<file path="src/rtl/rxring_pkg.sv">
package rxring_pkg;
  typedef enum logic [1:0] {WS_IDLE, WS_DATA, WS_DROP, WS_HDR} wr_state_e;

  localparam logic [2:0] RA_CMD    = 3'd0;
  localparam logic [2:0] RA_PSTART = 3'd1;
  localparam logic [2:0] RA_PSTOP  = 3'd2;
  localparam logic [2:0] RA_BNRY   = 3'd3;
  localparam logic [2:0] RA_CURR   = 3'd4;
  localparam logic [2:0] RA_ISR    = 3'd5;
  localparam logic [2:0] RA_IMR    = 3'd6;

  localparam int ST_PRX = 0;
  localparam int ST_RXE = 1;
  localparam int ST_OVW = 2;
  localparam int ST_W   = 3;

  localparam int HDR_BYTES = 4;
  localparam logic [7:0] HDR_STATUS_OK = 8'h01;
endpackage

</file>
<file path="src/rtl/rxring_regs.sv">
module rxring_regs
  import rxring_pkg::*;
#(
  parameter int PAGE_W = 8
) (
  input  logic              clk_i,
  input  logic              rst_ni,
  input  logic              reg_we_i,
  input  logic [2:0]        reg_addr_i,
  input  logic [7:0]        reg_wdata_i,
  output logic [7:0]        reg_rdata_o,
  output logic              running_o,
  output logic [PAGE_W-1:0] pstart_o,
  output logic [PAGE_W-1:0] pstop_o,
  output logic [PAGE_W-1:0] bnry_o,
  output logic [PAGE_W-1:0] curr_o,
  input  logic              set_prx_i,
  input  logic              set_rxe_i,
  input  logic              set_ovw_i,
  input  logic              curr_we_i,
  input  logic [PAGE_W-1:0] curr_nxt_i,
  output logic              irq_o
);
  logic              stopped_q;
  logic [PAGE_W-1:0] pstart_q, pstop_q, bnry_q, curr_q;
  logic [ST_W-1:0]   isr_q, imr_q, st_set, st_clr;

  logic host_curr_we;
  assign host_curr_we = reg_we_i && (reg_addr_i == RA_CURR);

  always_comb begin
    st_set = '0;
    st_set[ST_PRX] = set_prx_i;
    st_set[ST_RXE] = set_rxe_i;
    st_set[ST_OVW] = set_ovw_i;
    st_clr = (reg_we_i && reg_addr_i == RA_ISR) ? reg_wdata_i[ST_W-1:0] : '0;
  end

  always_ff @(posedge clk_i or negedge rst_ni) begin
    if (!rst_ni) begin
      stopped_q <= 1'b1;
      pstart_q  <= '0;
      pstop_q   <= '0;
      bnry_q    <= '0;
      imr_q     <= '0;
    end else if (reg_we_i) begin
      case (reg_addr_i)
        RA_CMD: begin
          if (reg_wdata_i[1])      stopped_q <= 1'b1;
          else if (reg_wdata_i[0]) stopped_q <= 1'b0;
        end
        RA_PSTART: pstart_q <= reg_wdata_i[PAGE_W-1:0];
        RA_PSTOP:  pstop_q  <= reg_wdata_i[PAGE_W-1:0];
        RA_BNRY:   bnry_q   <= reg_wdata_i[PAGE_W-1:0];
        RA_IMR:    imr_q    <= reg_wdata_i[ST_W-1:0];
        default: ;
      endcase
    end
  end

  // host write wins over a commit in the same cycle
  always_ff @(posedge clk_i or negedge rst_ni) begin
    if (!rst_ni)           curr_q <= '0;
    else if (host_curr_we) curr_q <= reg_wdata_i[PAGE_W-1:0];
    else if (curr_we_i)    curr_q <= curr_nxt_i;
  end

  // a set beats a clear in the same cycle
  always_ff @(posedge clk_i or negedge rst_ni) begin
    if (!rst_ni) isr_q <= '0;
    else         isr_q <= (isr_q & ~st_clr) | st_set;
  end

  always_comb begin
    reg_rdata_o = '0;
    case (reg_addr_i)
      RA_CMD:    reg_rdata_o = {6'd0, stopped_q, ~stopped_q};
      RA_PSTART: reg_rdata_o = 8'(pstart_q);
      RA_PSTOP:  reg_rdata_o = 8'(pstop_q);
      RA_BNRY:   reg_rdata_o = 8'(bnry_q);
      RA_CURR:   reg_rdata_o = 8'(curr_q);
      RA_ISR:    reg_rdata_o = {stopped_q, 4'd0, isr_q};
      RA_IMR:    reg_rdata_o = 8'(imr_q);
      default:   reg_rdata_o = '0;
    endcase
  end

  assign running_o = ~stopped_q;
  assign pstart_o  = pstart_q;
  assign pstop_o   = pstop_q;
  assign bnry_o    = bnry_q;
  assign curr_o    = curr_q;
  assign irq_o     = |(isr_q & imr_q);

  // an overflow never moves the write pointer
  a_r7_ovw_curr_hold: assert property (@(posedge clk_i) disable iff (!rst_ni)
    (set_ovw_i && !host_curr_we) |=> $stable(curr_q));
  // a commit always leaves the received flag set
  a_r8_prx_on_commit: assert property (@(posedge clk_i) disable iff (!rst_ni)
    curr_we_i |=> isr_q[ST_PRX]);
  // a clear with no concurrent set drops the flag
  a_r9_w1c: assert property (@(posedge clk_i) disable iff (!rst_ni)
    (reg_we_i && reg_addr_i == RA_ISR && reg_wdata_i[ST_RXE] && !set_rxe_i) |=> !isr_q[ST_RXE]);
endmodule

</file>
<file path="src/rtl/rxring_wr.sv">
module rxring_wr
  import rxring_pkg::*;
#(
  parameter int PAGE_W  = 8,
  parameter int MIN_LEN = 64,
  parameter int MAX_LEN = 1518
) (
  input  logic              clk_i,
  input  logic              rst_ni,
  input  logic              running_i,
  input  logic [PAGE_W-1:0] pstart_i,
  input  logic [PAGE_W-1:0] pstop_i,
  input  logic [PAGE_W-1:0] bnry_i,
  input  logic [PAGE_W-1:0] curr_i,
  input  logic              rx_valid_i,
  input  logic              rx_sof_i,
  input  logic              rx_eof_i,
  input  logic              rx_err_i,
  input  logic [7:0]        rx_data_i,
  output logic              mem_we_o,
  output logic [PAGE_W+7:0] mem_addr_o,
  output logic [7:0]        mem_wdata_o,
  output logic              set_prx_o,
  output logic              set_rxe_o,
  output logic              set_ovw_o,
  output logic              curr_we_o,
  output logic [PAGE_W-1:0] curr_nxt_o
);
  localparam int CNT_W = $clog2(MAX_LEN + 2);
  localparam int ADDR_W = PAGE_W + 8;
  localparam logic [CNT_W-1:0] MIN_C = CNT_W'(MIN_LEN);
  localparam logic [CNT_W-1:0] MAX_C = CNT_W'(MAX_LEN);
  localparam logic [7:0] DATA_OFF = 8'(HDR_BYTES);

  wr_state_e         state_q, state_d;
  logic [PAGE_W-1:0] wp_q, sp_q, np_q;
  logic [7:0]        off_q;
  logic [CNT_W-1:0]  cnt_q;
  logic [1:0]        hidx_q;

  logic              first, beat, crossed, ovf, len_bad, hdr_last;
  logic [PAGE_W-1:0] cur_pg, pg_inc;
  logic [7:0]        cur_off, hdr_byte;
  logic [CNT_W-1:0]  cnt_n;
  logic [15:0]       cnt16;

  function automatic logic [PAGE_W-1:0] ring_next(input logic [PAGE_W-1:0] p,
                                                  input logic [PAGE_W-1:0] lo,
                                                  input logic [PAGE_W-1:0] hi);
    logic [PAGE_W-1:0] q;
    q = p + 1'b1;
    return (q == hi) ? lo : q;
  endfunction

  assign first   = (state_q == WS_IDLE);
  assign beat    = running_i && rx_valid_i &&
                   ((first && rx_sof_i) || state_q == WS_DATA);
  assign cur_pg  = first ? curr_i : wp_q;
  assign cur_off = first ? DATA_OFF : off_q;
  assign cnt_n   = first ? CNT_W'(1) : ((&cnt_q) ? cnt_q : cnt_q + 1'b1);
  assign pg_inc  = ring_next(cur_pg, pstart_i, pstop_i);
  assign crossed = &cur_off;
  // the page being entered (mid-frame) or the link page (at the end) must not be the boundary
  assign ovf     = (first && curr_i == bnry_i) ||
                   ((pg_inc == bnry_i) && (crossed || rx_eof_i));
  assign len_bad = rx_err_i || (cnt_n < MIN_C) || (cnt_n > MAX_C);
  assign hdr_last = (state_q == WS_HDR) && (hidx_q == 2'd3);
  assign cnt16   = 16'(cnt_q);

  always_comb begin
    case (hidx_q)
      2'd0:    hdr_byte = 8'(np_q);
      2'd1:    hdr_byte = HDR_STATUS_OK;
      2'd2:    hdr_byte = cnt16[7:0];
      default: hdr_byte = cnt16[15:8];
    endcase
  end

  always_comb begin
    state_d   = state_q;
    set_prx_o = 1'b0;
    set_rxe_o = 1'b0;
    set_ovw_o = 1'b0;
    curr_we_o = 1'b0;
    if (!running_i) begin
      state_d = WS_IDLE;
    end else begin
      case (state_q)
        WS_IDLE, WS_DATA: begin
          if (beat) begin
            if (ovf) begin
              set_ovw_o = 1'b1;
              state_d   = rx_eof_i ? WS_IDLE : WS_DROP;
            end else if (rx_eof_i) begin
              if (len_bad) begin
                set_rxe_o = 1'b1;
                state_d   = WS_IDLE;
              end else begin
                state_d = WS_HDR;
              end
            end else begin
              state_d = WS_DATA;
            end
          end
        end
        WS_DROP: if (rx_valid_i && rx_eof_i) state_d = WS_IDLE;
        WS_HDR: begin
          if (hdr_last) begin
            set_prx_o = 1'b1;
            curr_we_o = 1'b1;
            state_d   = WS_IDLE;
          end
        end
        default: state_d = WS_IDLE;
      endcase
    end
  end

  assign curr_nxt_o = np_q;

  always_ff @(posedge clk_i or negedge rst_ni) begin
    if (!rst_ni) begin
      state_q <= WS_IDLE;
      wp_q    <= '0;
      sp_q    <= '0;
      np_q    <= '0;
      off_q   <= '0;
      cnt_q   <= '0;
      hidx_q  <= '0;
    end else begin
      state_q <= state_d;
      if (beat) begin
        wp_q   <= crossed ? pg_inc : cur_pg;
        off_q  <= cur_off + 8'd1;
        cnt_q  <= cnt_n;
        hidx_q <= '0;
        if (first)    sp_q <= curr_i;
        if (rx_eof_i) np_q <= pg_inc;
      end else if (running_i && state_q == WS_HDR) begin
        hidx_q <= hidx_q + 2'd1;
      end
    end
  end

  always_ff @(posedge clk_i or negedge rst_ni) begin
    if (!rst_ni) begin
      mem_we_o    <= 1'b0;
      mem_addr_o  <= '0;
      mem_wdata_o <= '0;
    end else begin
      mem_we_o <= 1'b0;
      if (beat) begin
        mem_we_o    <= 1'b1;
        mem_addr_o  <= {cur_pg, cur_off};
        mem_wdata_o <= rx_data_i;
      end else if (running_i && state_q == WS_HDR) begin
        mem_we_o    <= 1'b1;
        mem_addr_o  <= ADDR_W'({sp_q, 6'd0, hidx_q});
        mem_wdata_o <= hdr_byte;
      end
    end
  end

  // no memory traffic the cycle after a stopped cycle
  a_r2_stop_quiet: assert property (@(posedge clk_i) disable iff (!rst_ni)
    !running_i |=> !mem_we_o);
  // a committed link page lies inside a sane ring
  a_r5_link_in_ring: assert property (@(posedge clk_i) disable iff (!rst_ni)
    (curr_we_o && pstart_i < pstop_i && sp_q >= pstart_i && sp_q < pstop_i)
      |-> (curr_nxt_o >= pstart_i && curr_nxt_o < pstop_i));
  // each frame has one outcome
  a_r6_one_outcome: assert property (@(posedge clk_i) disable iff (!rst_ni)
    $onehot0({set_prx_o, set_rxe_o, set_ovw_o}));
  // header bytes go to the frame's start page
  a_r4_hdr_page: assert property (@(posedge clk_i) disable iff (!rst_ni)
    (running_i && state_q == WS_HDR) |=> (mem_we_o && mem_addr_o[ADDR_W-1:8] == sp_q));
endmodule

</file>
<file path="src/rtl/rxring_top.sv">
module rxring_top
  import rxring_pkg::*;
#(
  parameter int PAGE_W  = 8,
  parameter int MIN_LEN = 64,
  parameter int MAX_LEN = 1518
) (
  input  logic              clk_i,
  input  logic              rst_ni,
  input  logic              reg_we_i,
  input  logic [2:0]        reg_addr_i,
  input  logic [7:0]        reg_wdata_i,
  output logic [7:0]        reg_rdata_o,
  input  logic              rx_valid_i,
  input  logic              rx_sof_i,
  input  logic              rx_eof_i,
  input  logic              rx_err_i,
  input  logic [7:0]        rx_data_i,
  output logic              mem_we_o,
  output logic [PAGE_W+7:0] mem_addr_o,
  output logic [7:0]        mem_wdata_o,
  output logic              irq_o
);
  logic              running, set_prx, set_rxe, set_ovw, curr_we;
  logic [PAGE_W-1:0] pstart, pstop, bnry, curr, curr_nxt;

  rxring_regs #(.PAGE_W(PAGE_W)) u_regs (
    .clk_i, .rst_ni, .reg_we_i, .reg_addr_i, .reg_wdata_i, .reg_rdata_o,
    .running_o(running), .pstart_o(pstart), .pstop_o(pstop),
    .bnry_o(bnry), .curr_o(curr),
    .set_prx_i(set_prx), .set_rxe_i(set_rxe), .set_ovw_i(set_ovw),
    .curr_we_i(curr_we), .curr_nxt_i(curr_nxt), .irq_o
  );

  rxring_wr #(.PAGE_W(PAGE_W), .MIN_LEN(MIN_LEN), .MAX_LEN(MAX_LEN)) u_wr (
    .clk_i, .rst_ni, .running_i(running),
    .pstart_i(pstart), .pstop_i(pstop), .bnry_i(bnry), .curr_i(curr),
    .rx_valid_i, .rx_sof_i, .rx_eof_i, .rx_err_i, .rx_data_i,
    .mem_we_o, .mem_addr_o, .mem_wdata_o,
    .set_prx_o(set_prx), .set_rxe_o(set_rxe), .set_ovw_o(set_ovw),
    .curr_we_o(curr_we), .curr_nxt_o(curr_nxt)
  );
endmodule

</file>
<file path="config.mk">
export PLATFORM = sky130hd
export DESIGN_NAME = rxring_top
export DESIGN_NICKNAME = d
export VERILOG_FILES = /design/src/rtl/rxring_pkg.sv /design/src/rtl/rxring_regs.sv /design/src/rtl/rxring_wr.sv /design/src/rtl/rxring_top.sv
export SDC_FILE = /design/constraint.sdc
export NUM_CORES = 1
export LEC_CHECK = 0
export ABC_CLOCK_PERIOD_IN_PS = 7900
export BUFFER_PORTS_ARGS = -buffer_cell sky130_fd_sc_hd__buf_2
export CORE_MARGIN = 5
export CORE_UTILIZATION = 35
export CTS_BUF_LIST = sky130_fd_sc_hd__clkbuf_16
export CTS_CLUSTER_DIAMETER = 100
export DETAILED_ROUTE_END_ITERATION = 12
export PLACE_DENSITY = 0.57
export SLEW_MARGIN = 10
export SYNTH_ARGS = -nofsm -noshare
export SYNTH_HDL_FRONTEND = slang
export SYNTH_HIERARCHICAL = 1
export SYNTH_SLANG_ARGS = --single-unit
</file>
<file path="constraint.sdc">
create_clock -name clk_i -period 7.9 [get_ports clk_i]
set_input_delay 0.395 -clock clk_i [delete_from_list [all_inputs] [get_ports clk_i]]
set_output_delay 0.395 -clock clk_i [all_outputs]
set_load 0.01 [all_outputs]
</file>
Yosys cells after proc, flatten, opt, wreduce, memory -nomap -nowiden
Cells that the tools add are included.
Cells by class
  add/subtract/negate cells: 4
  $lt $le $gt $ge: 2
  equality and inequality tests: 18
  multiplexer cells: 43
  bitwise gates (word level): 5
  reduce and logical (&&, ||, !) cells: 33
Operators with widths (count)
  2-to-1 mux 8 bit: 8
  one-hot mux 8 bit (7 select lines): 1
  2-to-1 mux 16 bit: 2
  equality test 8 bit: 3
  one-hot mux 8 bit (3 select lines): 1
  2-to-1 mux 11 bit: 2
  2-to-1 mux 2 bit: 10
  2-to-1 mux 1 bit: 17
  adder 8 x 1 -> 8 bit (second input constant): 2
  AND reduction 2 bit: 6
  adder 11 x 1 -> 11 bit (second input constant): 1
  > comparator 11 bit (second input constant): 1
  less-than comparator 11 x 7 -> 1 bit (second input constant): 1
  AND reduction 11 bit: 1
  logical AND 1 bit: 10
  equality test 3 bit (second input constant): 3
  inequality test 3 x 2 -> 1 bit (second input constant): 3
  equality test 2 bit (second input constant): 4
  AND reduction 8 bit: 1
  bitwise AND 3 bit: 2
  equality test 3 x 2 -> 1 bit (second input constant): 2
  one-hot mux 2 bit (3 select lines): 1
  AND reduction 3 bit: 2
  nonzero test 2 bit: 3
  other kinds (12): 18
Storage, ports and cells
  flip-flop bits (word level): 111
  input port bits: 26
  output and inout port bits: 34
  word-level logic and storage cells: 122

Longest topological paths before layout
Gate-level depths: netlist of the first run.
  word-level depth: 13
  mapped depth: 17
  depth with buffers taken out: 14

By module
Netlist of the first run, hierarchy kept.
By module, submodules not included
  rxring_wr: times used 1, cells each 494, area an instance 4530.6 µm², sequential area each 1801.7 µm²
  rxring_regs: times used 1, cells each 159, area an instance 1956.9 µm², sequential area each 977.2 µm²

Least setup slack after synthesis of the first run
OpenSTA, ideal clock, no wires.
  path kind: reg-to-reg
  start point: register u_wr.state_q[1]
  end point: register u_regs.isr_q[2]
  setup time: 0.118 ns
  arrival: 3.659 ns
  data required time: 7.782 ns
  path slack: 4.123 ns
  stages on the path, launching flop included: 18
  buffers on the path: 3
  clock period less this slack: 3.777 ns
  cells stage by stage: dfrtp_1 buf_2 or2_1 clkbuf_1 clkbuf_1 mux2i_1 inv_1 ha_1 nand3_1 o22ai_1 xnor3_1 or3_1 or4_4 and3_1 o22ai_2 nand2b_2 and2_1 a21o_1
Between the ends
  longest elaborated chain between the ends: 13
  elaborated cells on any way between the ends: 22
  classes of those cells: add/sub: 1; eq/ne: 3; mux: 7; bitwise: 1; reduce/logical: 10
Ends and longest elaborated chain
  start, declared: RTL line rxring_wr.sv:35  | wr_state_e state_q, state_d;
  start signal, assigned: RTL line rxring_wr.sv:131  | state_q <= state_d;
  zero test 2 bit: RTL line rxring_wr.sv:55, rxring_wr.sv:88
  2-to-1 mux 8 bit: RTL line rxring_wr.sv:58  | assign cur_pg = first ? curr_i : wp_q;
  adder 8 x 1 -> 8 bit: RTL line rxring_wr.sv:51  | q = p + 1'b1;
  equality test 8 bit: RTL line rxring_wr.sv:52  | return (q == hi) ? lo : q;
  2-to-1 mux 8 bit: RTL line rxring_wr.sv:52
  equality test 8 bit: RTL line rxring_wr.sv:65  | ((pg_inc == bnry_i) && (crossed || rx_eof_i));
  logical AND 1 bit: RTL line rxring_wr.sv:65
  logical OR 1 bit: RTL line rxring_wr.sv:64  | assign ovf = (first && curr_i == bnry_i) ||
  2-to-1 mux 1 bit: RTL line rxring_wr.sv:91  | if (ovf) begin
  2-to-1 mux 1 bit: RTL line rxring_wr.sv:90  | if (beat) begin
  2-to-1 mux 1 bit (*): RTL line rxring_wr.sv:88  | case (state_q)
  2-to-1 mux 1 bit (*): RTL line rxring_wr.sv:85  | if (!running_i) begin
  via set_ovw: RTL line rxring_top.sv:24  | logic running, set_prx, set_rxe, set_ovw, curr_we;
  bitwise OR 3 bit (*): RTL line rxring_regs.sv:71  | else isr_q <= (isr_q & ~st_clr) | st_set;
  end signal, assigned: RTL line rxring_regs.sv:71
  end, declared: RTL line rxring_regs.sv:26  | logic [ST_W-1:0] isr_q, imr_q, st_set, st_clr;
Mark *: on every way through the listed nets, which the timed path passes. The rest lies on a longest branch.
A chain may end at the register's enable or synchronous reset.

Worst setup path after layout of the first run
  start point: register u_wr.state_q[0]
  end point: register u_regs.isr_q[2]
Same word-level chain as after synthesis.

==> flow_summary.toml, run 1 <==
[sta]
rsz0062_at_grt = "false"
fin_crit_sh = 0.635
skew_ns = 0.00781
max_freq_mhz = 199
tightestPinTransition_ns = 1.10
drv_slew = 0
slew_headroom = 0.262
finalSetupTns_ns = 0
whs_ns = 0.0725
setup_viol = 0
hold_viol = 0
period_needed_ns = 5.01
setup_slack_ns = 2.89

[clock_tree]
cts-root-buf = "clkbuf_16"
clk_pin_slew_ns = 0.08
post_cts_buffers = 0
cts_max_level = 3
cts_tree = "yes"
cts_resized = 0
clkSinkCount = 111
clock_path_buffers = 2
cts_made_buffers = 9
worstSkewPairLatency_ns = 0.36
ctsHoldBuffers = 0

[yosys]
syn-cell-area_mm2 = 0.00649
ys_ff_latch = 111
synth_top_area_cell = "dfrtp_1"
ys_types = 75
ys.flop_type = "dfrtp_1"
synth_fp_nets = 687
avgSynthCellArea_um2 = 9.93
yosysSeqAreaShare = 0.428
synthTopCellsByArea = "dfrtp_1 42%, mux2_2 8.2%, nand2_1 4.2%, mux2i_1 4.0%, o21ai_0 3.6%"
synth_most_common_cell = "dfrtp_1"
synth_top_cell_area_share = 0.424
yosys-top-cells-count = "110 x dfrtp_1, 72 x nand2_1, 47 x mux2_2, 47 x o21ai_0, 40 x nor2_1"
async_flop_share = 1.00
ys_warn_count = 6
syn-instance-count = 653
synth_edf_count = 0

[routing]
post-route-drc-count = 0
wl_per_cell_um = 20.5
vias_per_cell = 5.70
dr.pass1.iters = 5
drt_iter0_markers = 408
wl_um = 18900
num_vias = 5259
drtAntennaViolNets = 0

[critical_path]
crit_path_end = "u_regs/isr_q[2]$_DFF_PN0_"
crit_type = "register to register"
r2r_start = "u_wr/state_q[0]$_DFFE_PN0P_"
cp-start-kind = "register"
r2r-end = "u_regs/isr_q[2]$_DFF_PN0_"
crit_fanout = 29
rrSetupSlack_ns = 2.89
crit_required_ns = 8.15
crit_start = "u_wr/state_q[0]$_DFFE_PN0P_"
r2r_cells = 14
cp-end-kind = "register"
critPathArrivalTime_ns = 5.26

[final_layout]
final_cell_area_mm2 = 0.00722
syn_to_final_growth_pct = 11.3
layout.cells.non_filler = 923
antenna_cells = 0
nets = 723
drive_above_1_share = 0.200
fin_util = 0.399

[die]
initial_core_util = 0.359
core_area_mm2 = 0.0181
die_w_um = 146
rows = 49
fp.dieH_um = 146
io_pins = 60
die_area_mm2 = 0.0214

[global_route]
antenna_found_initial = 0
grt_pass1_wl_um = 30500
grt_overflow = 0
grt_usage = 0.178
grt_max_degree = 60
grt_pass1_vias = 5259

[pwr]
switching_share = 0.366
peakVddDrop_mv = 0.131
leakagePower_nw = 3.07
combPwrFrac = 0.305
p_per_area_mw_per_mm2 = 263
p_int_mw = 1.20
p_sw_uw = 695
p_seq_frac = 0.474
clkPwrFrac = 0.221
finalPower_mw = 1.90

[min_path]
hp-class = "primary input to asynchronous set/reset pin"

[place]
io_buffer_count = 59
finalWeightedCongestion = 0.893
post_dp_cell_area_mm2 = 0.00696
dp_slack_ns = 2.95
dpl.hpwl_um = 14100
placedCellCount = 907

[run]
maxCapViolations = 0

[run_status]
run_status = "finished clean"
-- cells in the final DEF (no fill, tap or decap), drive strengths merged, types with 4 or more instances in the layout --
cell type	count
ha	8
mux2	47
nand2	72
and2	10
a21o	9
nand2b	6
a22o	8
nand4bb	4
and3	7
dfrtp	110
clkbuf	9
a211oi	5
buf	63
o22ai	8
nor3b	4
a22oi	12
xnor2	19
nand4	5
nand3	18
nor3	12
xnor3	5
nor2	41
a31oi	4
o21ai	50
xor2	17
a21oi	29
a221o	8
mux2i	27
nor4	4
inv	18
-- critical path: stages (launching register included) --
cell	delay, ns
dfrtp_1	0.89
or2_1	0.62
mux2i_1	0.22
inv_1	0.10
ha_1	0.24
nand3_1	0.10
o22ai_1	0.29
xnor3_1	0.27
or3_1	0.43
nor3_2	0.80
nor4b_1	0.18
o22ai_2	0.31
nand2b_2	0.12
and2_1	0.18
a21o_1	0.15
-- metal layers --
metal	up-vias	part of all wire	global-route usage
li1	2437	-	-
met1	2642	0.46	0.246
met2	153	0.48	0.291
met3	27	0.046	0.0319
met4	0	0.020	0.0456
met5	-	0	0
-- power groups by stage --
stage	combinational (mW)	clock [mW]	sequential, mW
after floorplan	0.410	0	0.841
after global placement	0.570	0	0.904
after detailed placement	0.581	0	0.908
after CTS	0.583	0.434	0.898
after global routing	0.640	0.453	0.916
final	0.579	0.419	0.899
-- area by class of cell --
type	instances	area, um^2
clock buffers	9	225
fillers	1784	10900
flip-flops and latches	111	2780
clock inverters	7	33.8
inverters	15	56.3
well taps	229	287
repair buffers	63	328
multi-input cells	489	3510
-- worst min path at each step --
| stage | from | endpoint | slack (ns) | depth (start not counted) |
|---|---|---|---|---|
| finish | rst_ni | u_wr/cnt_q[3]$_DFFE_PN0P_ | 0.07 | 1 |
| global route | rst_ni | u_wr/cnt_q[3]$_DFFE_PN0P_ | 0.14 | 1 |
| CTS | rst_ni | u_wr/cnt_q[3]$_DFFE_PN0P_ | 0.09 | 1 |
| detailed placement | rst_ni | u_wr/cnt_q[5]$_DFFE_PN0P_ | 0.49 | 1 |
| global placement | u_wr/off_q[1]$_DFFE_PN0P_ | u_wr/off_q[1]$_DFFE_PN0P_ | 0.47 | 2 |
| floorplan | rst_ni | u_regs/bnry_o[0]$_DFFE_PN0P_ | 0.1 | 0 |
-- flip-flops by register name (all words and copies together), names as in the netlist --
signal            flops
u_regs/bnry_o         8
u_wr/state_q          2
u_regs/pstop_o        8
u_regs/isr_q          3
u_wr/cnt_q           11
u_wr/mem_wdata_o      8
u_wr/sp_q             8
u_wr/off_q            8
u_wr/mem_addr_o      16
u_regs/imr_q          3
u_regs/curr_o         8
u_wr/mem_we_o         1
u_wr/hidx_q           2
u_regs/stopped_q      1
u_wr/curr_nxt_o       8
u_wr/wp_q             8
u_regs/pstart_o       8
-- logic make-up after synthesis --
logic type	Yosys count	synth area share
AND/OR/NAND/NOR	202	0.161
adder cells (fa/ha/maj)	8	0.0154
AO/OA/AOI/OAI	163	0.168
flip-flops	111	0.428
multiplexers	75	0.127
buffers and inverters	53	0.0339
XOR/XNOR	41	0.0660
(Power assumes the default switching activity.)
==> run 2, diff against run 1 <==
Settings changed: ABC_AREA set to 1, ABC_CLOCK_PERIOD_IN_PS 7900 to 4950.
Clock period 7.9 ns to 4.95 ns, I/O delays scaled along.
==> run 2 against run 1 <==
Compared with the run above:
- worst setup slack lost 1.5 ns
- sequential power is 55% higher
- first-iteration DRC count increased by 18%
- non-clock buffer count is 2 higher
- global-route usage increased by 0.48 points
- largest power group unchanged
==> flow_summary.toml, run 2 <==
[run_status]
run_status = "finished clean"

[yosys]
synth_top_cell_area_share = 0.423
yosysSeqAreaShare = 0.427
ys_types = 46
yosys-top-cells-count = "254 x nand2_1, 110 x dfrtp_1, 93 x inv_1"
syn-cell-area_mm2 = 0.00651
synth_fp_nets = 920
syn-instance-count = 886
synth_most_common_cell = "nand2_1"
avgSynthCellArea_um2 = 7.34
ys_warn_count = 6
async_flop_share = 1.00
ys.flop_type = "dfrtp_1"
ys_ff_latch = 111
synthTopCellsByArea = "dfrtp_1 42%, nand2_1 15%, nand3_1 7.1%, o21ai_0 6.3%, inv_1 5.4%"
synth_edf_count = 0
synth_top_area_cell = "dfrtp_1"

[clock_tree]
cts-root-buf = "clkbuf_16"
clk_pin_slew_ns = 0.08
cts_resized = 0
cts_max_level = 3
cts_made_buffers = 9
ctsHoldBuffers = 1
worstSkewPairLatency_ns = 0.36
clock_path_buffers = 2
clkSinkCount = 111
post_cts_buffers = 0
cts_tree = "yes"

[final_layout]
nets = 963
final_cell_mix = "254 x nand2_1, 110 x dfrtp_1, 94 x inv_1"
largest_register_ffs = 16
syn_to_final_growth_pct = 12.3
top_regs = "u_wr/mem_addr_o x16, u_wr/cnt_q x11"
regMostFlops = "u_wr/mem_addr_o"
layout_commonest_cell = "nand2_1"
antenna_cells = 0
final-seq-area_mm2 = 0.00278
drive_above_1_share = 0.133
fillers = 1918
final_cell_area_mm2 = 0.00731
multi_input_area_mm2 = 0.00321

[global_route]
grt_pass1_wl_um = 31300
grt_pass1_vias = 5650
grt_overflow = 0
antenna_found_initial = 0
grt_max_degree = 62
grt_usage = 0.183

[routing]
wl_per_cell_um = 16.8
num_vias = 6088
drt_iter0_markers = 481
post-route-drc-count = 0
dr.pass1.iters = 5
drt-met1-wl_um = 9700
wl_met2_um = 8210
drtAntennaViolNets = 0
wl_met3_um = 1200
vias_per_cell = 5.23
topRoutingLayerUsed = "met4"
wl_um = 19500

[sta]
tightestPinTransition_ns = 0.791
slew_headroom = 0.471
max_freq_mhz = 280
drv_slew = 0
fin_crit_sh = 0.720
rsz0062_at_grt = "false"
skew_ns = 0.0114
hold_viol = 0
finalSetupTns_ns = 0
setup_viol = 0
period_needed_ns = 3.57

[critical_path]
rrSetupSlack_ns = 1.38
r2r_cells = 21
r2r-end = "u_regs/isr_q[1]$_DFF_PN0_"
crit_start = "u_wr/state_q[1]$_DFFE_PN0P_"
crit_fanout = 27
crit_required_ns = 5.21
crit_path_end = "u_regs/isr_q[1]$_DFF_PN0_"
cp-start-kind = "register"
r2r_start = "u_wr/state_q[1]$_DFFE_PN0P_"
critPathArrivalTime_ns = 3.83
crit_type = "register to register"
cp-end-kind = "register"

[die]
core_area_mm2 = 0.0181
initial_core_util = 0.359
die_area_mm2 = 0.0214
fp.dieH_um = 146
rows = 49
die_w_um = 146
io_pins = 60

[place]
finalWeightedCongestion = 0.872
post_dp_cell_area_mm2 = 0.00698
dpl.hpwl_um = 14500
io_buffer_count = 59

[pwr]
finalPower_mw = 3.32
leakagePower_nw = 3.53
peakVddDrop_mv = 0.180
p_per_area_mw_per_mm2 = 455

[min_path]
hp-class = "primary input to register"
hold_path_depth = 3
hp-start = "rx_data_i[3]"

[run]
maxCapViolations = 0
-- run 2: cell types whose count changed after synthesis, sizes merged, moves of 20 or more --
cell   delta
inv      +83
mux2     -47
mux2i    -27
nand2   +201
nand3    +77
nand4    +22
nor2     +20
o21ai    +44
-- run 2: cell families after synthesis --
group	synth area share
AOI/OAI and AO/OA	0.138
xor gates and xnor gates	0.0175
adders and majority gates	0.0154
buffers and inverters	0.0802
DFF	0.427
and+or+nand+nor	0.322
-- run 2: through the flow --
stage          hold WS [ns]  cells   util  setup WS (ns)
3_5_place_dp          0.384   1146  0.385           1.40
4_1_cts               0.121   1163  0.403           1.39
3_3_place_gp          0.385   1146  0.385           1.51
5_1_grt               0.136   1163  0.403          0.953
2_1_floorplan       -0.0481    886      -           2.03
6_report              0.134   1163  0.403           1.38
-- run 2: cell type report --
class,instances,share of cell area
Timing Repair Buffer,65,0.0473
Tap cell,229,0.0392
Clock inverter,7,0.0127
Clock buffer,9,0.0308
Inverter,99,0.0508
Multi-Input combinational cell,643,0.439
Sequential cell,111,0.380
-- run 2: how the worst min path moves through the flow --
stage and to:
2_1_floorplan u_regs/bnry_o[0]$_DFFE_PN0P_, 3_3_place_gp u_wr/mem_we_o$_DFF_PN0_, 3_5_place_dp u_wr/mem_wdata_o[3]$_DFFE_PN0P_, 4_1_cts u_wr/mem_wdata_o[3]$_DFFE_PN0P_, 5_1_grt u_wr/mem_wdata_o[6]$_DFFE_PN0P_, 6_report u_wr/mem_wdata_o[3]$_DFFE_PN0P_
-- run 2: power breakdown --
part	internal, mW	switching, mW
sequential	1.15	0.237
clock	0.404	0.363
combinational	0.402	0.764
total	1.96	1.36
-- run 2: worst max-delay path, cell delays in order (launching register included) --
cell and delay, ns:
dfrtp_1 0.45, nor2_4 0.57, nand2_1 0.13, o21ai_2 0.17, ha_1 0.25, nand3_1 0.15, nor2_2 0.17, nand2_1 0.07
nand3_1 0.08, nand2_1 0.06, nor2_2 0.13, nand3_4 0.16, o21bai_1 0.30, nand3_1 0.11, nand2_1 0.09, nand2_1 0.07
nor2_2 0.11, nand3_2 0.09, nand2_2 0.09, nor3_1 0.05, inv_1 0.08, nand2_1 0.05
-- run 2: metal layers --
layer	vias up	GRT usage
met4	0	0.0564
met2	212	0.266
met1	2837	0.275
met3	25	0.0341
met5	-	0
li1	3014	-
